--- src/rtl/pfx_pkg.sv ---
package pfx_pkg;
  // Number of prefix values currently pending.
  typedef enum logic [1:0] {
    DEPTH_NONE = 2'd0,
    DEPTH_ONE  = 2'd1,
    DEPTH_TWO  = 2'd2
  } depth_e;
endpackage

--- src/rtl/pfx_queue.sv ---
module pfx_queue
  import pfx_pkg::*;
#(
  parameter int EXT_W = 13,
  parameter int TOP_W = 4
) (
  input  logic             clk,
  input  logic             rst_n,
  input  logic             push,
  input  logic             flush,
  input  logic [EXT_W-1:0] push_val,
  output logic [TOP_W-1:0] older_top,
  output logic [EXT_W-1:0] newer,
  output depth_e           depth
);

  // Two-deep shift of the most recent prefixes; the older slot only needs
  // the bits that reach the top of the address.
  always_ff @(posedge clk) begin
    if (!rst_n) begin
      depth     <= DEPTH_NONE;
      older_top <= '0;
      newer     <= '0;
    end else if (flush) begin
      depth <= DEPTH_NONE;
    end else if (push) begin
      newer <= push_val;
      if (depth == DEPTH_NONE) begin
        depth <= DEPTH_ONE;
      end else begin
        older_top <= newer[TOP_W-1:0];
        depth     <= DEPTH_TWO;
      end
    end
  end

  p_flush_empty_r8: assert property (@(posedge clk) disable iff (!rst_n)
    flush |=> depth == DEPTH_NONE);

  p_depth_bound_r7: assert property (@(posedge clk) disable iff (!rst_n)
    depth != 2'd3);

  p_shift_keeps_two_r7: assert property (@(posedge clk) disable iff (!rst_n)
    (push && !flush && depth != DEPTH_NONE) |=>
      (depth == DEPTH_TWO && older_top == $past(newer[TOP_W-1:0])));

endmodule

--- src/rtl/addr_compose.sv ---
module addr_compose
  import pfx_pkg::*;
#(
  parameter int IMM_W = 7,
  parameter int EXT_W = 13,
  parameter int TOP_W = 4
) (
  input  depth_e                         depth,
  input  logic                           delay_slot,
  input  logic [TOP_W-1:0]               older_top,
  input  logic [EXT_W-1:0]               newer,
  input  logic [IMM_W-1:0]               imm,
  output logic [TOP_W+EXT_W+IMM_W-1:0]   addr
);
  localparam int ADDR_W = TOP_W + EXT_W + IMM_W;

  function automatic logic [ADDR_W-1:0] build_addr(
    input depth_e           d,
    input logic             dly,
    input logic [TOP_W-1:0] hi,
    input logic [EXT_W-1:0] mid,
    input logic [IMM_W-1:0] lo
  );
    logic [ADDR_W-1:0] a;
    a = '0;
    a[IMM_W-1:0] = lo;
    if (!dly && d != DEPTH_NONE) a[IMM_W +: EXT_W] = mid;
    if (!dly && d == DEPTH_TWO)  a[IMM_W+EXT_W +: TOP_W] = hi;
    return a;
  endfunction

  always_comb addr = build_addr(depth, delay_slot, older_top, newer, imm);

endmodule

--- src/rtl/lane_select.sv ---
module lane_select #(
  parameter int NREG   = 8,
  parameter int BYTE_W = 8,
  localparam int SEL_W = $clog2(NREG)
) (
  input  logic [NREG*BYTE_W-1:0] lanes,
  input  logic [SEL_W-1:0]       sel,
  output logic [BYTE_W-1:0]      byte_out
);
  logic [BYTE_W-1:0] lane [NREG];

  for (genvar g = 0; g < NREG; g++) begin : g_lane
    assign lane[g] = lanes[g*BYTE_W +: BYTE_W];
  end

  always_comb byte_out = lane[sel];

endmodule

--- src/rtl/store_issue.sv ---
module store_issue #(
  parameter int ADDR_W = 24,
  parameter int BYTE_W = 8
) (
  input  logic              clk,
  input  logic              rst_n,
  input  logic              fire,
  input  logic [ADDR_W-1:0] addr_in,
  input  logic [BYTE_W-1:0] data_in,
  output logic              wr_en,
  output logic [ADDR_W-1:0] wr_addr,
  output logic [BYTE_W-1:0] wr_data
);

  always_ff @(posedge clk) begin
    if (!rst_n) begin
      wr_en   <= 1'b0;
      wr_addr <= '0;
      wr_data <= '0;
    end else begin
      wr_en <= fire;
      if (fire) begin
        wr_addr <= addr_in;
        wr_data <= data_in;
      end
    end
  end

  p_hold_idle_r6: assert property (@(posedge clk) disable iff (!rst_n)
    !fire |=> ($stable(wr_addr) && $stable(wr_data)));

endmodule

--- src/rtl/imm_addr_ext.sv ---
module imm_addr_ext
  import pfx_pkg::*;
#(
  parameter int IMM_W  = 7,
  parameter int EXT_W  = 13,
  parameter int TOP_W  = 4,
  parameter int NREG   = 8,
  parameter int BYTE_W = 8
) (
  input  logic                         clk,
  input  logic                         rst_n,
  input  logic                         pfx_valid,
  input  logic [EXT_W-1:0]             pfx_imm,
  input  logic                         st_valid,
  input  logic [IMM_W-1:0]             st_imm,
  input  logic [$clog2(NREG)-1:0]      st_src_sel,
  input  logic                         st_delay_slot,
  input  logic                         other_valid,
  input  logic [NREG*BYTE_W-1:0]       src_lanes,
  output logic                         wr_en,
  output logic [TOP_W+EXT_W+IMM_W-1:0] wr_addr,
  output logic [BYTE_W-1:0]            wr_data
);
  localparam int ADDR_W = TOP_W + EXT_W + IMM_W;

  // Named internal events for the checks below.
  logic              consume;
  depth_e            pend_depth;
  logic [TOP_W-1:0]  pend_top;
  logic [EXT_W-1:0]  pend_mid;
  logic [ADDR_W-1:0] next_addr;
  logic [BYTE_W-1:0] next_byte;

  assign consume = st_valid | other_valid;

  pfx_queue #(.EXT_W(EXT_W), .TOP_W(TOP_W)) u_queue (
    .clk(clk), .rst_n(rst_n), .push(pfx_valid), .flush(consume),
    .push_val(pfx_imm), .older_top(pend_top), .newer(pend_mid),
    .depth(pend_depth)
  );

  addr_compose #(.IMM_W(IMM_W), .EXT_W(EXT_W), .TOP_W(TOP_W)) u_compose (
    .depth(pend_depth), .delay_slot(st_delay_slot), .older_top(pend_top),
    .newer(pend_mid), .imm(st_imm), .addr(next_addr)
  );

  lane_select #(.NREG(NREG), .BYTE_W(BYTE_W)) u_select (
    .lanes(src_lanes), .sel(st_src_sel), .byte_out(next_byte)
  );

  store_issue #(.ADDR_W(ADDR_W), .BYTE_W(BYTE_W)) u_issue (
    .clk(clk), .rst_n(rst_n), .fire(st_valid), .addr_in(next_addr),
    .data_in(next_byte), .wr_en(wr_en), .wr_addr(wr_addr), .wr_data(wr_data)
  );

  p_strobe_excl_r8: assert property (@(posedge clk) disable iff (!rst_n)
    $onehot0({pfx_valid, st_valid, other_valid}));

  p_we_on_store_r6: assert property (@(posedge clk) disable iff (!rst_n)
    st_valid |=> wr_en);

  p_we_quiet_r6: assert property (@(posedge clk) disable iff (!rst_n)
    !st_valid |=> !wr_en);

  p_low_bits_r2: assert property (@(posedge clk) disable iff (!rst_n)
    st_valid |=> wr_addr[IMM_W-1:0] == $past(st_imm));

  p_bare_short_r1: assert property (@(posedge clk) disable iff (!rst_n)
    (st_valid && pend_depth == DEPTH_NONE) |=> wr_addr[ADDR_W-1:IMM_W] == '0);

  p_delay_short_r5: assert property (@(posedge clk) disable iff (!rst_n)
    (st_valid && st_delay_slot) |=> wr_addr[ADDR_W-1:IMM_W] == '0);

  p_one_pfx_top_r2: assert property (@(posedge clk) disable iff (!rst_n)
    (st_valid && !st_delay_slot && pend_depth == DEPTH_ONE) |=>
      wr_addr[ADDR_W-1:IMM_W+EXT_W] == '0);

  p_data_lane_r4: assert property (@(posedge clk) disable iff (!rst_n)
    st_valid |=> wr_data == $past(src_lanes[st_src_sel*BYTE_W +: BYTE_W]));

endmodule

--- config.mk ---
export PLATFORM = sky130hd
export DESIGN_NAME = imm_addr_ext
export DESIGN_NICKNAME = d
export VERILOG_FILES = /design/src/rtl/pfx_pkg.sv /design/src/rtl/pfx_queue.sv /design/src/rtl/addr_compose.sv /design/src/rtl/lane_select.sv /design/src/rtl/store_issue.sv /design/src/rtl/imm_addr_ext.sv
export SDC_FILE = /design/constraint.sdc
export NUM_CORES = 1
export LEC_CHECK = 0
export BUFFER_PORTS_ARGS = -buffer_cell sky130_fd_sc_hd__buf_2
export CAP_MARGIN = 10
export CORE_UTILIZATION = 40
export DETAILED_ROUTE_END_ITERATION = 7
export PLACE_DENSITY = 0.72
export REMOVE_ABC_BUFFERS = 1
export SLEW_MARGIN = 30
export SYNTH_ARGS = -nofsm -noshare
export SYNTH_HDL_FRONTEND = slang
export SYNTH_SLANG_ARGS = --single-unit
--- constraint.sdc ---
create_clock -name clk -period 1.95 [get_ports clk]
set_clock_uncertainty 0.1 [all_clocks]
set_input_delay 0.0975 -clock clk [delete_from_list [all_inputs] [get_ports clk]]
set_output_delay 0.0975 -clock clk [all_outputs]
set_load 0.05 [all_outputs]
# Word-level counts from Yosys, hierarchy flattened
# Cells that the tools add are included.
dict set report totals {
  input_bits 93
  out_inout_bits 33
  register_bits 52
}
dict set report classes {
  bitwise 5
  magnitude_cmp 1
  eq_ne 1
  mux 6
  n_reduce_logical 8
}
# cell n
set ops {}
lappend ops {{binary-select mux 8 bit (select 3 bit)} 1}
lappend ops {{2-to-1 mux 8 bit} 2}
lappend ops {{2-to-1 mux 13 bit} 1}
lappend ops {{>= comparator 4 bit (second input constant)} 1}
lappend ops {{2-to-1 mux 4 bit} 1}
lappend ops {{inverter 3 -> 4 bit} 1}
lappend ops {{inverter 1 bit} 3}
lappend ops {{AND reduction 3 bit} 1}
lappend ops {{== test 2 bit (second input constant)} 1}
lappend ops {{logical AND 1 bit} 2}
lappend ops {{zero test 2 bit} 1}
lappend ops {{2-to-1 mux 2 bit} 1}
lappend ops {{AND reduction 2 bit} 1}
lappend ops {{nonzero test 2 bit} 1}
lappend ops {{OR reduction 2 bit} 1}
lappend ops {{zero test 1 bit} 1}
lappend ops {{bitwise OR 1 bit} 1}

# Longest topological paths before layout
# Gate-level depths: netlist of run 1.
dict set report logic_depth {
  ltp_word 4
  mapped_depth 6
  mapped_depth_nobuf 4
}

# Modules after synthesis
# A second synthesis of run 1 with hierarchy kept.
dict set report unflattened {
  hier_cells 245
  hier_area_um2 2857.7
}
# module n_inst seq_area_each_um2 cells_per_inst area_per_inst_um2
set modules_own_cells {}
lappend modules_own_cells {store_issue 1 660.6 105 1270.0}
lappend modules_own_cells {pfx_queue 1 380.4 83 803.3}
lappend modules_own_cells {lane_select 1 0.0 29 550.5}
lappend modules_own_cells {addr_compose 1 0.0 27 227.7}
lappend modules_own_cells {imm_addr_ext 1 0.0 1 6.3}

# Least setup slack after synthesis of run 1
# OpenSTA, ideal clock, no wires.
dict set report synth_path {
  path_type {register to register}
  from {register u_queue.depth[1]}
  to {register u_issue.wr_addr[10]}
  setup_ns 0.115
  stages_incl_launch_ff 6
  arrival_time_ns 1.096
  path_buffers 1
  required_time_ns 1.735
  synth_period_minus_slack_ns 1.311
  setup_slack_ns 0.639
  cell_sequence {dfxtp_1 > nor2_1 > nor3b_2 > buf_2 > a21oi_1 > nor2b_1}
}
dict set report synth_via {
  elab_chain_cells 3
}
# item line_no
set synth_rtl {}
lappend synth_rtl {{from (decl)} pfx_queue.sv:14} ;# output depth_e depth
lappend synth_rtl {{from (signal assigned)} pfx_queue.sv:21} ;# depth <= DEPTH_NONE;
lappend synth_rtl {{from (signal assigned)} pfx_queue.sv:25} ;# depth <= DEPTH_NONE;
lappend synth_rtl {{from (signal assigned)} pfx_queue.sv:29} ;# depth <= DEPTH_ONE;
lappend synth_rtl {{nonzero test 2 bit} addr_compose.sv:27} ;# if (!dly && d != DEPTH_NONE) a[IMM_W +: EXT_W] = mid;
lappend synth_rtl {{logical AND 1 bit} addr_compose.sv:27}
lappend synth_rtl {{2-to-1 mux 13 bit} addr_compose.sv:27}
lappend synth_rtl {{to (signal assigned)} store_issue.sv:23} ;# wr_addr <= addr_in;
lappend synth_rtl {{to (decl)} store_issue.sv:11} ;# output logic [ADDR_W-1:0] wr_addr,
# No other way between the ends.
# A chain may end at the register's enable or synchronous reset.

# Worst setup path in the final report of run 1
dict set report layout_path {
  from {input port other_valid}
  to {register u_queue.newer[12]}
}
dict set report layout_via {
  elab_chain_cells 3
}
# item line_no
set layout_rtl {}
lappend layout_rtl {{from (decl)} imm_addr_ext.sv:18} ;# input logic other_valid,
lappend layout_rtl {{bitwise OR 1 bit} imm_addr_ext.sv:34} ;# assign consume = st_valid | other_valid;
lappend layout_rtl {{inverter 1 bit (no line)} -}
lappend layout_rtl {{AND reduction 2 bit (no line)} -}
lappend layout_rtl {{to (signal assigned)} pfx_queue.sv:27} ;# newer <= push_val;
lappend layout_rtl {{to (decl)} pfx_queue.sv:13} ;# output logic [EXT_W-1:0] newer,
# No other way between the ends.

==> results of run 1 <==
## tightest hold or removal path: cells and delay by family
family / cells / cell delay, ns
AOI/OAI and AO/OA: 2 / 0.21
muxes: 1 / 0.12
buffers and inverters: 1 / 0.10
## cell usage in the layout, fill, tap and decap left out
cell type	instances
sky130_fd_sc_hd__inv_1	1
sky130_fd_sc_hd__a21oi_1	27
sky130_fd_sc_hd__nand2b_1	1
sky130_fd_sc_hd__a221o_1	6
sky130_fd_sc_hd__o21ai_0	12
sky130_fd_sc_hd__mux2i_1	23
sky130_fd_sc_hd__dlygate4sd3_1	23
sky130_fd_sc_hd__buf_2	125
sky130_fd_sc_hd__clkinv_2	2
sky130_fd_sc_hd__nor3b_2	1
sky130_fd_sc_hd__mux2_2	16
sky130_fd_sc_hd__a22oi_1	2
sky130_fd_sc_hd__nor2b_1	42
sky130_fd_sc_hd__buf_4	5
sky130_fd_sc_hd__or3b_1	1
sky130_fd_sc_hd__buf_12	1
sky130_fd_sc_hd__nor2_4	1
sky130_fd_sc_hd__and4bb_2	1
sky130_fd_sc_hd__a21boi_0	15
sky130_fd_sc_hd__nor2_1	5
sky130_fd_sc_hd__a21boi_1	2
sky130_fd_sc_hd__clkinv_4	1
sky130_fd_sc_hd__nor3_1	2
sky130_fd_sc_hd__o221ai_1	2
sky130_fd_sc_hd__dfxtp_1	52
sky130_fd_sc_hd__and2_1	1
sky130_fd_sc_hd__clkbuf_8	5
sky130_fd_sc_hd__o22ai_1	6
sky130_fd_sc_hd__nand2_1	32
## per-stage QoR
stage | instance area (um^2) | util, %
floorplan | 2377 | -
global placement | 3154 | 52.96
detailed placement | 3154 | 52.96
CTS | 3472 | 58.30
global route | 3472 | 58.30
finish | 3472 | 58.30
## routing by layer
metal | wire (um) | part of all wire [%]
met5 | 0 | 0
met4 | 172 | 2.6
met3 | 287 | 4.3
met2 | 3359 | 51
met1 | 2805 | 42
## logic make-up (layout without fill, tap and decap cells)
family | after synthesis | after routing | synth area share [%]
flip-flops | 52 | 52 | 41.77
AO/OA/AOI/OAI | 72 | 72 | 18.17
AND/OR/NAND/NOR | 87 | 87 | 18.83
multiplexers | 39 | 39 | 16.47
buffers and inverters | 20 | 163 | 4.769
## power by group
part	switching (W)	leakage (nW)	total (W)	internal [W]
clock network	0.000338	0.0479	0.000588	0.000251
logic	0.000239	1.10	0.000450	0.000212
registers	0.0000161	0.424	0.00111	0.00109
total	0.000592	1.57	0.00215	0.00156
## flip-flops by register name, indices dropped and copies added (netlist names)
name / count
u_issue.wr_addr: 24
u_queue.newer: 13
u_issue.wr_data: 8
u_queue.older_top: 4
u_queue.depth: 2
u_issue.wr_en: 1
## worst min-delay path by stage
stage                       start            endpoint  slack, ns  depth (start not counted)
finish              src_lanes[23]  u_issue.wr_data[7]       0.17                          4
global route        src_lanes[16]  u_issue.wr_data[0]       0.17                          4
CTS                 src_lanes[20]  u_issue.wr_data[4]       0.16                          4
detailed placement     pfx_imm[4]    u_queue.newer[4]       0.26                          3
global placement        st_imm[2]  u_issue.wr_addr[2]       0.25                          3
floorplan                st_valid  u_issue.wr_data[0]       0.09                          1
## final cells by class
type / count / area (um^2) / share of cell area, %
tap: 75 / 93.84 / 2.703
timing repair buffer: 154 / 913.4 / 26.31
clock buffer: 5 / 68.82 / 1.982
sequential: 52 / 1041 / 29.98
clock inverter: 3 / 18.77 / 0.5405
multi-input combinational: 198 / 1333 / 38.38
inverter: 1 / 3.754 / 0.1081
==> impl_results.md, run 1 <==
* R2R depth at 5
* Vias in the first global route at 2,379
* DR vias at 2,450
* Maximum fanout along the worst path at 13
* Die Outline Area at 6550 um^2
* Total routed wirelength at 6.625 mm
* Final non-filler cell total at 488
* Post-synthesis register bit count at 52
* Dominant cells by area after synthesis: sky130_fd_sc_hd__dfxtp_1 42%, sky130_fd_sc_hd__nor2b_1 11%, sky130_fd_sc_hd__mux2i_1 9.2%
* Horiz. Die Dim at 80.94 um
* Maximum number of pins on one net before global-route repair at 46
* Post-placement worst setup slack at 0.4110 ns
* Reg-to-reg endpoint: u_issue.wr_addr[8]
* Final critical-path setup slack at 0.4090 ns
* DP Wirelength at 4.642 mm
* Met2 usage in global routing at 38.15%
* Library cell occupying the most area in the post-synthesis netlist: sky130_fd_sc_hd__dfxtp_1
* Starting DRT DRC Count at 90
* Relative slew slack at 60.47%
* GR Util met1 at 22.64%
* WS Path Type: primary input to flop
* # Post-CTS Setup Buffers at 0
* Clock transition at path regs at 0.09 ns
* Worst Hold Class: primary input to flop
* Seq/Total Area, Yosys at 41.77%
* Required @ worst endpoint at 2.04 ns
* Launch point of the worst reg-to-reg path: u_queue.depth[1]
* Largest incremental delay on the critical path at 0.53 ns
* Syn avg cell area at 9.231 um^2
* Setup slack of the most critical reg-to-reg path at 0.48 ns
* Endpoint kind of the worst setup timing path: flop
* Number of nets in the layout at 505
* Fillcell total at 559
* Outcome: finished clean
* Min cycle time layout at 1.541 ns
* Max rail drop VDD at 0.3433 mV
* Final period utilization at 79.03%
* Drt via density at 5.020
* Diodes inserted at 0
* Resize count post-CTS at 0
* Post-synthesis async set-or-reset flop share at 0%
* Std cell rows at 28
* Netlist area before placement at 2492 um^2
* Final setup violating endpoints at 0
* Most used routing layer: met2
* GR Layer Usage met3 at 4.831%
* Number of CTS-inserted buffers at 5
* First-pass GRT wire length at 10.52 mm
* CTS H-tree depth at 2
* Max Cap Violations at 0
* Overflow after GRT at 0
* Cts hold-fix bufs at 23
* Clk Latency, worst-skew pair at 0.30 ns
* Setup repair after global routing missed its margin: false
* Pins Over Slew Limit at 0
* Overall routing resource usage at 20.65%
* Post-synth top area share at 41.77%
* Layout overhead on the synthesized area at 39.31%
* Placer Congestion at 0.8626
* Arrival time of the worst setup path at 1.63 ns
* Synth Warn # at 0
* Most used standard cell by instance count after synthesis: sky130_fd_sc_hd__dfxtp_1
* Category of the worst setup path launch point: primary input
* Crit-path cells: dlygate4sd3_1 > buf_2 > or3b_1 > buf_4 > nand2_1 > a21boi_0
* Most instantiated cells after synthesis: 52 x sky130_fd_sc_hd__dfxtp_1, 42 x sky130_fd_sc_hd__nor2b_1, 32 x sky130_fd_sc_hd__nand2_1
* Minimum hold slack at 0.1677 ns
* Fin Setup TNS at 0 ns
* Count of buffer and inverter cells on the critical path at 3
* PwrDens at 619.0 nW/um^2
* Achievable clock frequency at 648.9 MHz
* Most frequently used flop master after synthesis: sky130_fd_sc_hd__dfxtp_1
* Routed wire per std cell at 13.58 um
* Count of boundary I/O pins at 126
* Worst slew pin tran at 0.5917 ns
* Number of instances in the placed design at 457
* Library cells used by synthesis at 29
* Height of the die at 80.94 um
* Beginning of the critical path: other_valid
* Number of sinks handled by clock tree synthesis at 52
* Top Family by Delay on Critical Path: buffers and inverters
* Area of the core at 5956 um^2
* DRT antenna net count at 0
* Critical-path cell with the highest stage delay: sky130_fd_sc_hd__dlygate4sd3_1
* Count of input and output buffers at 125
* Number of buffers on the longest clock path at 2
* Clock root buffer: sky130_fd_sc_hd__clkbuf_8
* Post-route total power at 0.002149 W
* Starting utilization of the core area at 41.85%
* Static power due to leakage at 1.574 nW
* TritonCTS clock tree: built
* Number of enable flip-flop cells after synthesis at 0
* Share of cells above drive strength 1 at 38.26%
* Hold Fails Final Rpt at 0
* WP depth at 6
* Number of remaining DRC errors at 0
* Post-synthesis cell count at 270
* Worst setup path endpoint: u_queue.newer[12]
* Total iterations of the first detailed-routing run at 5
* Initial antenna violation count at 0
(Power assumes the default switching activity.)
==> run 2: changes to the inputs <==
==> constraint.sdc (replaced) <==
create_clock -name clk -period 1.45 [get_ports clk]
set_clock_uncertainty 0.1 [all_clocks]
set_input_delay 0.0725 -clock clk [delete_from_list [all_inputs] [get_ports clk]]
set_output_delay 0.0725 -clock clk [all_outputs]
set_load 0.05 [all_outputs]
==> run 2 against run 1 <==
Compared with the run above: clock-buffer cell count is the same; final cell count grew 0.41%; critical endpoint is now u_issue.wr_addr[15]; cell area grew 1.5%; non-clock buffer count grew 2; register-to-register slack lost 0.26 ns; setup slack lost 0.19 ns; sequential share of layout area shrank 0.45 points; sequential cell count is the same.
==> impl_results.md, run 2 (synthesis gave the netlist of run 1 again) <==
* Number of buffers on the longest clock path at 2 (unchanged)
* Largest incremental delay on the critical path at 0.39 ns (-0.14 ns)
* Hold-critical path endpoint: u_queue.depth[0]
* Hold Crit Start: pfx_valid
* Number of remaining DRC errors at 0 (unchanged)
* Overflow after GRT at 0 (unchanged)
* Achievable clock frequency at 810.2 MHz
* Placer Congestion at 0.8169 (-5.3%)
* Routed wire per std cell at 13.37 um (-1.5%)
* TritonCTS clock tree: built
* Multi-input logic area at 1333 um^2 (unchanged)
* Min cycle time layout at 1.234 ns
* Largest register by flop count: u_issue.wr_addr
* Final non-filler cell total at 490 (+0.41%)
* Area of the core at 5956 um^2 (unchanged)
* Most common library cell in the layout ignoring fill and taps: sky130_fd_sc_hd__buf_2
* Top Family by Delay on Critical Path: flip-flops
* Diodes inserted at 0 (unchanged)
* Share of cells above drive strength 1 at 38.80% (+0.54 points)
* Required @ worst endpoint at 1.59 ns (-0.45 ns)
* Worst Hold Class: primary input to flop
* DP Wirelength at 4.773 mm (+2.8%)
* Number of instances in the placed design at 460 (+0.66%)
* Fin Setup TNS at 0 ns (unchanged)
* Starting DRT DRC Count at 106 (+18%)
* Maximum number of pins on one net before global-route repair at 33 (-28%)
* Outcome: finished clean
* Registers with the most flip-flops: u_issue.wr_addr (24), u_queue.newer (13), u_issue.wr_data (8)
* Height of the die at 80.94 um (unchanged)
* DR vias at 2,446 (-0.16%)
* Layout overhead on the synthesized area at 41.42%
* Clk Latency, worst-skew pair at 0.30 ns (about the same)
* Max Cap Violations at 0 (unchanged)
* Count of input and output buffers at 125 (unchanged)
* Count of boundary I/O pins at 126 (unchanged)
* Post-route cell area at 3525 um^2 (+1.5%)
* Final critical-path setup slack at 0.2157 ns (-0.1933 ns)
* Pins Over Slew Limit at 0 (unchanged)
* Critical-path cell with the highest stage delay: sky130_fd_sc_hd__dfxtp_1
* Final setup violating endpoints at 0 (unchanged)
* Horiz. Die Dim at 80.94 um (unchanged)
* Total iterations of the first detailed-routing run at 4 (-1)
* Endpoint kind of the worst setup timing path: flop
* Commonest cells after routing, fill and taps aside: 125 x sky130_fd_sc_hd__buf_2, 52 x sky130_fd_sc_hd__dfxtp_1, 42 x sky130_fd_sc_hd__nor2b_1
* Placement-stage cell area at 3189 um^2 (+1.1%)
* Arrival time of the worst setup path at 1.38 ns (-0.25 ns)
* Total routed wirelength at 6.553 mm (-1.1%)
* Relative slew slack at 55.86% (-4.6 points)
* Launch point of the worst reg-to-reg path: u_queue.depth[0]
* DRT antenna net count at 0 (unchanged)
* Flip-flop and latch area at 1041 um^2 (unchanged)
* Initial antenna violation count at 0 (unchanged)
* Reg-to-reg endpoint: u_issue.wr_addr[15]
* Post-route total power at 0.003114 W (+45%)
* Die Outline Area at 6550 um^2 (unchanged)
* Max rail drop VDD at 0.5461 mV (+59%)
* Std cell rows at 28 (unchanged)
* Clock root buffer: sky130_fd_sc_hd__clkbuf_8
* Fillcell total at 552 (-1.3%)
* Post-placement worst setup slack at 0.1035 ns (-0.3074 ns)
* # Post-CTS Setup Buffers at 0 (unchanged)
* Final period utilization at 85.12%
* Worst slew pin tran at 0.6608 ns (+0.06908 ns)
* Overall routing resource usage at 20.89% (+0.24 points)
* Vias in the first global route at 2,401 (+0.92%)
* Number of CTS-inserted buffers at 5 (unchanged)
* Setup repair after global routing missed its margin: false
* Hold Fails Final Rpt at 0 (unchanged)
* Number of instances on the worst hold path at 4 (unchanged)
* R2R depth at 5 (unchanged)
* Setup slack of the most critical reg-to-reg path at 0.22 ns (-0.26 ns)
* Count of buffer and inverter cells on the critical path at 1 (-2)
* WS Path Type: flop to flop
* Number of sinks handled by clock tree synthesis at 52 (unchanged)
* Starting utilization of the core area at 41.85% (unchanged)
* Category of the worst setup path launch point: flop
* Clock transition at path regs at 0.10 ns (about the same)
* Number of nets in the layout at 507 (+0.40%)
* Crit-path cells: nor2_1 > nor3b_2 > buf_4 > a21oi_1 > nor2b_1
* Static power due to leakage at 1.593 nW (+1.2%)
* Drt via density at 4.992 (-0.57%)
* PwrDens at 883.5 nW/um^2 (+43%)
* Maximum fanout along the worst path at 13 (unchanged)
* First-pass GRT wire length at 10.62 mm (+0.99%)
* Max FFs per register at 24 (unchanged)
* CTS H-tree depth at 2 (unchanged)
-- run 2: cell count changes in the layout (fill, tap and decap cells not counted), sizes merged --
| cell | change |
|---|---|
| buf | +3 |
| bufinv | +1 |
| clkinv | -3 |
| clkinvlp | +1 |
| dlygate4sd3 | -1 |
| inv | +1 |
-- run 2: timing repair --
item	CTS	global route
endpoints found under the setup margin	0	1
endpoints found under the hold margin	22	0
resized for setup	0	0
hold buffers	23	0
-- run 2: metrics by stage --
| stage | util, % | hold WS (ns) |
|---|---|---|
| floorplan | - | 0.06186 |
| global placement | 53.55 | 0.2260 |
| detailed placement | 53.55 | 0.2368 |
| CTS | 59.35 | 0.03292 |
| global route | 59.18 | 0.06752 |
| finish | 59.18 | 0.04363 |
-- run 2: final cells by class --
cell class / count / share of cell area (%)
multi-input combinational: 198 / 37.81
sequential: 52 / 29.54
timing repair buffer: 156 / 26.62
tap: 75 / 2.662
clock buffer: 5 / 1.952
clock inverter: 3 / 1.313
inverter: 1 / 0.1065
-- run 2: routing by layer --
metal,track usage [%],routed length (um),vias to the layer above
met4,6.964,147,0
met1,24.09,2833,1119
li1,-,-,1235
met3,4.719,275,15
met2,37.73,3297,77
met5,0,0,-
-- run 2: worst max path at each step --
| stage | cells past startpoint | endpoint | from |
|---|---|---|---|
| floorplan | 4 | u_issue.wr_addr[10] | u_queue.depth[0] |
| global placement | 5 | u_issue.wr_data[1] | st_src_sel[1] |
| detailed placement | 5 | u_issue.wr_data[1] | st_src_sel[1] |
| CTS | 6 | u_queue.depth[1] | other_valid |
| global route | 5 | u_issue.wr_addr[11] | u_queue.depth[0] |
| finish | 5 | u_issue.wr_addr[15] | u_queue.depth[0] |
-- run 2: power by group --
| part | total [W] | leakage (nW) | switching [W] | internal, W |
|---|---|---|---|---|
| sequential | 0.00149 | 0.424 | 0.0000219 | 0.00147 |
| clock | 0.00101 | 0.0548 | 0.000485 | 0.000520 |
| combinational | 0.000615 | 1.11 | 0.000322 | 0.000293 |
| total | 0.00311 | 1.59 | 0.000829 | 0.00229 |
-- run 2: worst reg2reg max path, cell delays in order, from the launching register on --
cell,delay [ns]
sky130_fd_sc_hd__dfxtp_1,0.39
sky130_fd_sc_hd__nor2_1,0.08
sky130_fd_sc_hd__nor3b_2,0.16
sky130_fd_sc_hd__buf_4,0.23
sky130_fd_sc_hd__a21oi_1,0.09
sky130_fd_sc_hd__nor2b_1,0.12
==> run 3: changes to the inputs <==
==> constraint.sdc (replaced) <==
create_clock -name clk -period 1.2 [get_ports clk]
set_clock_uncertainty 0.1 [all_clocks]
set_input_delay 0.06 -clock clk [delete_from_list [all_inputs] [get_ports clk]]
set_output_delay 0.06 -clock clk [all_outputs]
set_load 0.05 [all_outputs]
==> run 3 against run 2 <==
Compared with the run above: combinational power increased by 24%; wire length up 5.2%; die area unchanged; first-iteration DRC count down 21%; largest cell class unchanged; critical path type unchanged; power rose by 15%; sequential share of layout area fell by 0.57 points; global-route usage grew 0.64 points; cell area increased by 2.2%; clock power barely moved.
==> impl_results.md, run 3 (synthesis gave the netlist of run 1 again) <==
* Commonest cells after routing, fill and taps aside: 125 x sky130_fd_sc_hd__buf_2, 50 x sky130_fd_sc_hd__dfxtp_1, 42 x sky130_fd_sc_hd__nor2b_1
* DRT antenna net count at 0 (unchanged)
* Required @ worst endpoint at 1.34 ns (-0.25 ns)
* Min cycle time layout at 1.155 ns (-0.07972 ns)
* Maximum number of pins on one net before global-route repair at 30 (-9.1%)
* Multi-input logic area at 1365 um^2 (+2.4%)
* Outcome: finished clean
* Internal cell power at 0.002615 W (+14%)
* Setup slack of the most critical reg-to-reg path at 0.05 ns (-0.17 ns)
* Std cell rows at 28 (unchanged)
* Relative slew slack at 58.57% (+2.7 points)
* Sequential fraction of design power at 50.3% (+2.3 points)
* Part of the power in the clock network at 28.4% (-3.9 points)
* Share of cells above drive strength 1 at 41.19% (+2.4 points)
* Count of boundary I/O pins at 126 (unchanged)
* Crit-path cells: nor2_4 > nor3b_4 > buf_12 > a21oi_1 > nor2b_1
* Minimum hold slack at 0.02748 ns (-0.01615 ns)
* Worst Hold Class: primary input to flop
* Max Cap Violations at 0 (unchanged)
* Starting utilization of the core area at 41.85% (unchanged)
* Most common library cell in the layout ignoring fill and taps: sky130_fd_sc_hd__buf_2
* Area of the core at 5956 um^2 (unchanged)
* Initial antenna violation count at 0 (unchanged)
* Maximum fanout along the worst path at 13 (unchanged)
* Most used routing layer: met2
* Diodes inserted at 0 (unchanged)
* Static power due to leakage at 1.629 nW (+2.3%)
* First-pass GRT wire length at 10.88 mm (+2.5%)
* Vias in the first global route at 2,407 (+0.25%)
* Number of buffers on the longest clock path at 2 (unchanged)
* Met2 usage in global routing at 37.14% (-0.59 points)
* Clock transition at path regs at 0.09 ns (about the same)
* Horiz. Die Dim at 80.94 um (unchanged)
* Combinational group share of total power at 21.3% (+1.6 points)
* Fillcell total at 549 (-0.54%)
* Hold-critical path endpoint: u_queue.depth[0]
* Final non-filler cell total at 495 (+1.0%)
* Total routed wirelength at 6.894 mm (+5.2%)
* Endpoint kind of the worst setup timing path: flop
* Clk Latency, worst-skew pair at 0.30 ns (about the same)
* Overall routing resource usage at 21.53% (+0.64 points)
* Number of CTS-inserted buffers at 5 (unchanged)
* Worst slew pin tran at 0.6202 ns (-0.04059 ns)
* Flip-flop and latch area at 1044 um^2 (+0.24%)
* Total iterations of the first detailed-routing run at 4 (unchanged)
* Net load switching power at 0.0009727 W (+17%)
* GR Util met1 at 25.33% (+1.2 points)
* Net Sw Frac at 27.11% (+0.49 points)
* Starting DRT DRC Count at 84 (-21%)
* Critical-path cell with the highest stage delay: sky130_fd_sc_hd__dfxtp_2
* Number of instances in the placed design at 465 (+1.1%)
* Number of sinks handled by clock tree synthesis at 52 (unchanged)
* Pins Over Slew Limit at 0 (unchanged)
* Number of remaining DRC errors at 0 (unchanged)
* Setup repair after global routing missed its margin: false
* Hold Fails Final Rpt at 0 (unchanged)
* DR vias at 2,502 (+2.3%)
* Max rail drop VDD at 0.6501 mV (+19%)
* DP Wirelength at 4.882 mm (+2.3%)
* WS Path Type: flop to flop
* Category of the worst setup path launch point: flop
* Number of nets in the layout at 512 (+0.99%)
* Drt via density at 5.055 (+1.3%)
* Largest incremental delay on the critical path at 0.37 ns (-0.02 ns)
* Max FFs per register at 24 (unchanged)
* Die Outline Area at 6550 um^2 (unchanged)
* Registers with the most flip-flops: u_issue.wr_addr (24), u_queue.newer (13), u_issue.wr_data (8)
* Largest register by flop count: u_issue.wr_addr
* GR Layer Usage met3 at 4.607% (-0.11 points)
* Clock root buffer: sky130_fd_sc_hd__clkbuf_8
* Placer Congestion at 0.8769 (+7.3%)
* Number of instances on the worst hold path at 5 (+1)
* CTS H-tree depth at 2 (unchanged)
* Hold Crit Start: other_valid
* Launch point of the worst reg-to-reg path: u_queue.depth[1]
* PwrDens at 996.0 nW/um^2 (+13%)
* TritonCTS clock tree: built
* Overflow after GRT at 0 (unchanged)
* Arrival time of the worst setup path at 1.29 ns (-0.09 ns)
* Final setup violating endpoints at 0 (unchanged)
* Routed wire per std cell at 13.93 um (+4.1%)
* Final period utilization at 96.21% (+11 points)
* R2R depth at 5 (unchanged)
* Achievable clock frequency at 866.1 MHz (+6.9%)
* Reg-to-reg endpoint: u_issue.wr_addr[15]
* Count of input and output buffers at 125 (unchanged)
* Height of the die at 80.94 um (unchanged)
* Layout overhead on the synthesized area at 44.53%
run 3: cell count changes in the layout (fill, tap and decap cells not counted), moves of 2 or more:
cell                      before  now
sky130_fd_sc_hd__a21oi_1      27   23
sky130_fd_sc_hd__a21oi_2       0    4
sky130_fd_sc_hd__buf_4         7   10
sky130_fd_sc_hd__buf_12        2    4
sky130_fd_sc_hd__dfxtp_1      52   50
sky130_fd_sc_hd__dfxtp_2       0    2
run 3: through the flow:
step           util [%]  instance area (um^2)  TNS, ns  setup WS (ns)  power (W)
2_1_floorplan         -                  2377   -2.328        -0.1381   0.002205
3_3_place_gp      54.39                  3239   -6.170        -0.3351   0.002532
3_5_place_dp      54.39                  3239   -6.936        -0.3773   0.002546
4_1_cts           59.94                  3570        0        0.01664   0.003618
5_1_grt           60.48                  3602        0       0.002635   0.003751
6_report          60.48                  3602        0        0.04546   0.003588
run 3: critical path: cells and delay by family, from the launching register on:
kind,cells,cell delay [ns]
AND/OR/NAND/NOR,3,0.39
flip-flops,1,0.37
buffers and inverters,1,0.17
AO/OA/AOI/OAI,1,0.07
run 3: timing repair:
action | 4_1_cts | 5_1_grt
endpoints found under the hold margin | 21 | 0
pin swaps | 1 | 0
hold buffers | 21 | 0
setup buffers | 1 | 0
setup endpoints to repair | 13 | 20
resized for setup | 1 | 10
run 3: cell type report:
cell class | count | area share [%]
clock inverters | 1 | 0.2084
flip-flops and latches | 52 | 28.97
multi-input cells | 198 | 37.90
inverters | 1 | 0.1042
clock buffers | 7 | 2.397
well taps | 75 | 2.605
repair buffers | 161 | 27.82
run 3: worst max-delay path by stage:
| stage | start | endpoint | slack (ns) | cells after the start |
|---|---|---|---|---|
| after global placement | u_queue.depth[1] | u_issue.wr_addr[14] | -0.34 | 4 |
| after floorplan | u_queue.depth[0] | u_issue.wr_addr[10] | -0.14 | 4 |
| after CTS | u_queue.depth[1] | u_issue.wr_addr[10] | 0.02 | 5 |
| after detailed placement | u_queue.depth[0] | u_issue.wr_addr[10] | -0.38 | 4 |
| final | u_queue.depth[1] | u_issue.wr_addr[15] | 0.05 | 5 |
| after global routing | u_queue.depth[0] | u_issue.wr_addr[18] | 0.003 | 5 |
run 3: power groups by stage:
stage	clock network [W]	logic (W)	registers, W
after floorplan	0	0.000226	0.00198
after global placement	0	0.000690	0.00184
after detailed placement	0	0.000702	0.00184
after CTS	0.00105	0.000760	0.00180
after global routing	0.00112	0.000822	0.00181
final	0.00102	0.000764	0.00181
run 3: layer usage:
| layer | share of wire (%) | vias to the layer above | wire [um] |
|---|---|---|---|
| met5 | 0 | - | 0 |
| met4 | 2.4 | 0 | 165 |
| met3 | 4.4 | 20 | 304 |
| met2 | 50 | 75 | 3475 |
| met1 | 43 | 1168 | 2949 |
| li1 | - | 1239 | - |
